### config.mk
export PLATFORM = sky130hd
export DESIGN_NAME = board_selftest
export DESIGN_NICKNAME = d
export VERILOG_FILES = /design/src/rtl/boardtest_pkg.sv /design/src/rtl/hex_glyph_decoder.sv /design/src/rtl/switch_lamp_map.sv /design/src/rtl/blink_divider.sv /design/src/rtl/board_selftest.sv
export SDC_FILE = /design/constraint.sdc
export NUM_CORES = 1
export LEC_CHECK = 0
export BUFFER_PORTS_ARGS = -buffer_cell sky130_fd_sc_hd__buf_2
export CAP_MARGIN = 10
export CORE_MARGIN = 4
export CORE_UTILIZATION = 59
export DETAILED_ROUTE_END_ITERATION = 8
export GPL_TIMING_DRIVEN = 0
export PLACE_DENSITY = 0.92
export SLEW_MARGIN = 30
export SYNTH_ARGS = -nofsm -noshare
export SYNTH_HDL_FRONTEND = slang
export SYNTH_SLANG_ARGS = --single-unit
### constraint.sdc
create_clock -name clk_i -period 4.1 [get_ports clk_i]
set_clock_uncertainty 0.1 [all_clocks]
set_input_delay 0.205 -clock clk_i [delete_from_list [all_inputs] [get_ports clk_i]]
set_output_delay 0.205 -clock clk_i [all_outputs]
set_load 0.005 [all_outputs]
### src/rtl/boardtest_pkg.sv
package boardtest_pkg;

  localparam int SW_W   = 4;
  localparam int SEG_W  = 7;
  localparam int LAMP_W = 8;
  localparam int PAIRS  = 3;

  // Lit-segment pattern (1 = lit), bit 0 = A ... bit 6 = G.
  function automatic logic [SEG_W-1:0] glyph_lit(input logic [SW_W-1:0] v);
    logic [SEG_W-1:0] p;
    case (v)
      4'h0: p = 7'b011_1111;
      4'h1: p = 7'b000_0110;
      4'h2: p = 7'b101_1011;
      4'h3: p = 7'b100_1111;
      4'h4: p = 7'b110_0110;
      4'h5: p = 7'b110_1101;
      4'h6: p = 7'b111_1101;
      4'h7: p = 7'b000_0111;
      4'h8: p = 7'b111_1111;
      4'h9: p = 7'b110_1111;
      4'hA: p = 7'b111_0111;
      4'hB: p = 7'b111_1100;
      4'hC: p = 7'b011_1001;
      4'hD: p = 7'b101_1110;
      4'hE: p = 7'b111_1001;
      default: p = 7'b111_0001;
    endcase
    return p;
  endfunction

endpackage

### src/rtl/hex_glyph_decoder.sv
module hex_glyph_decoder
  import boardtest_pkg::*;
#(
  parameter bit ACTIVE_LOW = 1'b1
) (
  input  logic [SW_W-1:0]  value_i,
  output logic [SEG_W-1:0] seg_o
);

  logic [SEG_W-1:0] lit;

  always_comb lit = glyph_lit(value_i);

  generate
    if (ACTIVE_LOW) begin : g_low
      assign seg_o = ~lit;
    end else begin : g_high
      assign seg_o = lit;
    end
  endgenerate

endmodule

### src/rtl/switch_lamp_map.sv
module switch_lamp_map
  import boardtest_pkg::*;
#(
  parameter int NPAIR = PAIRS
) (
  input  logic [SW_W-1:0]    sw_i,
  output logic [2*NPAIR:0]   lamp_o
);

  // Each low switch drives a true lamp and a complement lamp.
  for (genvar k = 0; k < NPAIR; k++) begin : g_pair
    assign lamp_o[2*k]   = sw_i[k];
    assign lamp_o[2*k+1] = ~sw_i[k];
  end

  // The lamp above the pairs needs both of the top two switches on.
  assign lamp_o[2*NPAIR] = sw_i[SW_W-1] & sw_i[SW_W-2];

endmodule

### src/rtl/blink_divider.sv
module blink_divider #(
  parameter int WIDTH = 24
) (
  input  logic clk_i,
  input  logic rst_i,
  output logic msb_o,
  output logic flip_o
);

  localparam int LOW_W = WIDTH - 1;

  logic [WIDTH-1:0] cnt_q;

  always_ff @(posedge clk_i) begin
    if (rst_i) cnt_q <= '0;
    else       cnt_q <= cnt_q + 1'b1;
  end

  assign msb_o  = cnt_q[WIDTH-1];
  // High in the cycle before the top bit changes.
  assign flip_o = &cnt_q[LOW_W-1:0];

endmodule

### src/rtl/board_selftest.sv
module board_selftest
  import boardtest_pkg::*;
#(
  parameter int DIV_WIDTH = 24
) (
  input  logic              clk_i,
  input  logic              rst_i,
  input  logic [SW_W-1:0]   sw_i,
  output logic [LAMP_W-1:0] lamp_o,
  output logic [SEG_W-1:0]  seg_n_o
);

  localparam int SW_LAMPS = 2*PAIRS + 1;

  logic [SW_LAMPS-1:0] sw_lamps;
  logic                blink;
  logic                div_flip;

  switch_lamp_map #(.NPAIR(PAIRS)) u_map (
    .sw_i   (sw_i),
    .lamp_o (sw_lamps)
  );

  blink_divider #(.WIDTH(DIV_WIDTH)) u_div (
    .clk_i  (clk_i),
    .rst_i  (rst_i),
    .msb_o  (blink),
    .flip_o (div_flip)
  );

  hex_glyph_decoder #(.ACTIVE_LOW(1'b1)) u_glyph (
    .value_i (sw_i),
    .seg_o   (seg_n_o)
  );

  assign lamp_o = {blink, sw_lamps};

endmodule

; ---- Yosys cells after proc, flatten, opt, wreduce, memory -nomap -nowiden
; Memories as Yosys holds them, arrays and structs flattened.
; Index checks and enable logic that the tools add are counted.
[op_classes]
n_bitwise = 5
n_addsub = 1
[op_table]
columns = cell, n
row1 = "24-bit by 1-bit adder with 24-bit output, second input constant", 1
row2 = 7-bit NOT, 1
row3 = 1-bit NOT, 3
row4 = 1-bit bitwise AND, 1
[word_totals]
reg_bits = 24
n_memories = 1
output_inout_bits = 15
word_cells = 8
romBits = 112
[memory_table]
columns = memory, words, width, rd, rd_ports_with_merged_regs, write_ports, line_no
row1 = (name not given), 16, 7, 1, 0, 0, boardtest_pkg.sv:11  ; case (v)

; ---- Logic depth before layout (Yosys ltp)
; An unclocked memory read counts as a cell.
[depth]
ltp_word = 2
ltp_mapped = 6
ltp_nobuf = 5

; ---- Cells and area by module
; A second synthesis with hierarchy kept.
[unflattened]
hier_cells = 167
hier_area_um2 = 1415.1
[by_module_without_submodules]
columns = mod, area_per_inst_um2, cells_each, n_inst, seq_area_each_um2
row1 = blink_divider, 1114.8, 128, 1, 480.5
row2 = hex_glyph_decoder, 252.7, 31, 1, 0.0
row3 = switch_lamp_map, 40.0, 7, 1, 0.0
row4 = board_selftest, 7.5, 1, 1, 0.0

; ---- Worst setup path after synthesis
; Ideal clock, no wire load.
[synth_path]
path_type = register -> register
from = register u_div.cnt_q[0]
to = register u_div.cnt_q[16]
stages_incl_launch_ff = 7
path_slack_ns = 2.105
arrival_ns = 1.825
required_ns = 3.929
n_path_buf = 1
cell_sequence = dfxtp_1 > ha_1 > nand4_1 > or4_1 > buf_2 > or3_1 > a21oi_1
[synth_between]
elab_chain_len = 1
[synth_lines]
columns = item, line_no
row1 = from (decl), blink_divider.sv:12  ; logic [WIDTH-1:0] cnt_q;
row2 = from (signal assigned), blink_divider.sv:16  ; else cnt_q <= cnt_q + 1'b1;
row3 = 24-bit by 1-bit adder with 24-bit output, blink_divider.sv:16
; Every way passes these cells.
; A chain may end at the register's enable or synchronous reset.

; ---- Worst setup path after layout
[layout_path]
from = register u_div.cnt_q[0]
to = register u_div.cnt_q[22]
; The elaborated chain is that of the path after synthesis.

==> results.sh <==
export IMPL_status="completed"
export IMPL_postSynthCellCount=159
export IMPL_antenna_diode_count=0
export IMPL_drive_above_1_share_pct=19.13
export IMPL_hold_depth=2
export IMPL_worst_pin_slew_ns=0.4270
export IMPL_use_met2_pct=37.40
export IMPL_power_frac_seq_pct=52.2
export IMPL_cts_reportedPaths_clkPinSlew_ns=0.14
export IMPL_place_detailed_hpwl_um=2012
export IMPL_synth_edf_count=0
export IMPL_cts_tree="yes"
export IMPL_die_width_um=55.19
export IMPL_io_pins=21
export IMPL_setup_viol=0
export IMPL_clkSinkCount=24
export IMPL_totalWireLength_um=2632
export IMPL_largestRegisters="u_div.cnt_q: 24 flops"
export IMPL_gp_congestion=0.8119
export IMPL_largest_register_ffs=24
export IMPL_worstPathArrival_ns=2.36
export IMPL_vdd_drop_max_mv=0.2937
export IMPL_yosysSeqAreaShare_pct=36.57
export IMPL_fin_crit_sh_pct=53.53
export IMPL_ys_ff_latch=24
export IMPL_syn_area_mm2=0.001314
export IMPL_ant_nets=0
export IMPL_crit_type="reg2reg"
export IMPL_min_path_type="in2reg"
export IMPL_relSlewSlack_pct=71.53
export IMPL_maxSlewViolCount=0
export IMPL_num_vias=1173
export IMPL_top_register="u_div.cnt_q"
export IMPL_worst_setup_path_start_kind="flop"
export IMPL_yosysUniqueCellTypes=34
export IMPL_hold_start="rst_i"
export IMPL_holdBufCountCts=0
export IMPL_ctsResizeCount=0
export IMPL_antenna_found_initial=0
export IMPL_power_density_mw_per_mm2=305.6
export IMPL_use_met1_pct=22.57
export IMPL_synth_ff_type="dfxtp_1"
export IMPL_crit_path_end_kind="flop"
export IMPL_root_buffer="clkbuf_4"
export IMPL_power_internal_uw=356.5
export IMPL_yosysTopAreaCellShare_pct=36.57
export IMPL_wl_per_cell_um=12.53
export IMPL_clk_latency_ns=0.32
export IMPL_grt_use_met3_pct=3.485
export IMPL_dieArea_mm2=0.003046
export IMPL_worstPathRequired_ns=4.26
export IMPL_post_cts_setup_buffers=0
export IMPL_maxCapViolCount=0
export IMPL_firstDrtPassIters=4
export IMPL_grt_busiest_layer="met2"
export IMPL_cts_buffer_depth=2
export IMPL_cts_made_buffers=3
export IMPL_ff2ff_setup_slack_ns=1.91
export IMPL_cp_max_fo=9
export IMPL_die_h_um=55.19
export IMPL_hold_viol_final=0
export IMPL_rsz0062_at_grt="no"
export IMPL_grt_overflow_total=0
export IMPL_fmax_mhz=455.7
export IMPL_drt_iter0_markers=20
export IMPL_async_flop_share_pct=0
export IMPL_coreArea_mm2=0.002042
export IMPL_rows=16
export IMPL_synth_area_leaders="dfxtp_1, ha_1, nor2_1, xnor2_1, or3_1"
export IMPL_syn_nets=172
export IMPL_start_util_pct=64.34
export IMPL_h_tree_depth=1
export IMPL_timing_rr_end="u_div.cnt_q[22]"
export IMPL_avgSynthCellArea_um2=8.263
export IMPL_portBuffers=20
export IMPL_grt_max_degree=15
export IMPL_grt_pass1_wl_um=4554
export IMPL_routed_via_density=5.586
export IMPL_worstReg2RegStart="u_div.cnt_q[0]"
export IMPL_syn_to_final_growth_pct=14.19
export IMPL_power_leakage_nw=0.5634
export IMPL_grt_use_total_pct=20.64
export IMPL_synth_area_leader_cell="dfxtp_1"
export IMPL_min_period_ns=2.195
export IMPL_p_sw_share_pct=22.25
export IMPL_whs_ns=0.02381
export IMPL_fin_tns_setup_ns=0
export IMPL_reg2reg_depth=6
export IMPL_yosysWarningCount=0
export IMPL_netSwitchingPower_uw=102.0
export IMPL_fin_nets=197
export IMPL_grt_pass1_vias=1094
export IMPL_hold_path_endpoint="u_div.cnt_q[23]"
export IMPL_pwr_share_comb_pct=10.3
export IMPL_drc=0
export IMPL_power_frac_clock_pct=37.5
## logic make-up after synthesis
group                    after synthesis  share of synthesized area, %
adder cells (fa/ha/maj)                7                         6.666
AO/OA/AOI/OAI                         27                         11.43
flip-flops                            24                         36.57
XOR/XNOR                              12                         8.000
AND/OR/NAND/NOR                       70                         28.67
multiplexers                           2                         2.476
buffers and inverters                 17                         6.190
## through the flow
| step | cell area (µm²) | util [%] | setup WS, ns | total power [mW] | cells |
|---|---|---|---|---|---|
| 5_1_grt | 1500 | 73.47 | 1.744 | 0.4756 | 210 |
| 2_1_floorplan | 1314 | - | 2.105 | 0.2712 | 159 |
| 4_1_cts | 1500 | 73.47 | 1.909 | 0.4600 | 210 |
| 3_3_place_gp | 1448 | 70.89 | 1.965 | 0.2888 | 206 |
| 6_report | 1500 | 73.47 | 1.905 | 0.4585 | 210 |
| 3_5_place_dp | 1448 | 70.89 | 1.944 | 0.2916 | 206 |
## routing by layer
layer / vias up / share of wire, %
li1: 604 / -
met1: 535 / 42
met2: 27 / 51
met3: 7 / 4.8
met4: 0 / 2.1
met5: - / 0
## power groups by stage
stage          clock (mW)  sequential [mW]  combinational (mW)
3_3_place_gp            0            0.244              0.0448
3_5_place_dp            0            0.244              0.0474
5_1_grt             0.182            0.240              0.0536
2_1_floorplan           0            0.243              0.0278
6_report            0.172            0.239              0.0474
4_1_cts             0.173            0.239              0.0475
## layout by cell type (no fill, tap or decap), drive strengths merged
| master | netlist | layout |
|---|---|---|
| xnor2 | 8 | 8 |
| mux2i | 1 | 1 |
| nor3 | 4 | 4 |
| o31ai | 1 | 1 |
| nor2b | 3 | 3 |
| o211ai | 1 | 1 |
| ha | 7 | 7 |
| nand2 | 9 | 9 |
| buf | 5 | 25 |
| inv | 7 | 7 |
| mux4 | 1 | 1 |
| or3 | 10 | 10 |
| nor2 | 19 | 19 |
| clkbuf | 5 | 8 |
| nand4 | 7 | 7 |
| o32ai | 1 | 1 |
| nor4 | 2 | 2 |
| a22o | 1 | 1 |
| a21oi | 10 | 10 |
| bufinv | 0 | 1 |
| dfxtp | 24 | 24 |
| nand3 | 8 | 8 |
| xor2 | 4 | 4 |
| and4 | 3 | 3 |
| and2 | 1 | 1 |
| or4 | 2 | 2 |
| a31oi | 2 | 2 |
| nand2b | 2 | 2 |
| o21ai | 11 | 11 |
## worst max path at each step
stage,start,end,slack (ns),cells after the start
2_1_floorplan,u_div.cnt_q[0],u_div.cnt_q[16],2.10,6
3_3_place_gp,u_div.cnt_q[0],u_div.cnt_q[16],1.96,6
3_5_place_dp,u_div.cnt_q[0],u_div.cnt_q[16],1.94,6
4_1_cts,u_div.cnt_q[0],u_div.cnt_q[16],1.91,6
5_1_grt,u_div.cnt_q[0],u_div.cnt_q[22],1.74,6
6_report,u_div.cnt_q[0],u_div.cnt_q[22],1.91,6
## cells in the mapped netlist, types with 2 or more instances
library cell	n
a21oi_1	10
a31oi_1	2
and4_1	2
buf_4	4
clkbuf_1	4
dfxtp_1	24
ha_1	7
inv_1	7
nand2_1	9
nand2b_1	2
nand3_1	7
nand4_1	6
nor2_1	19
nor2b_1	3
nor3_1	4
nor4_1	2
o21ai_0	11
or3_1	9
or4_1	2
xnor2_1	8
xor2_1	4
## worst max-delay path, stage by stage, from the launching register on
cell     delay [ns]
dfxtp_1        0.43
ha_1           0.25
nand4_1        0.17
or4_1          0.52
buf_2          0.18
or3_1          0.35
a21oi_1        0.14
## cell type report
class                           instances  area (µm²)
Buffer                                 10       55.05
Clock buffer                            3       22.52
Clock inverter                          1       30.03
Fill cell                             165       541.8
Inverter                                7       26.28
Multi-Input combinational cell        118       752.0
Sequential cell                        24       480.5
Tap cell                               27       33.78
Timing Repair Buffer                   20       100.1
Note: power is estimated with default switching activity, not from simulation.
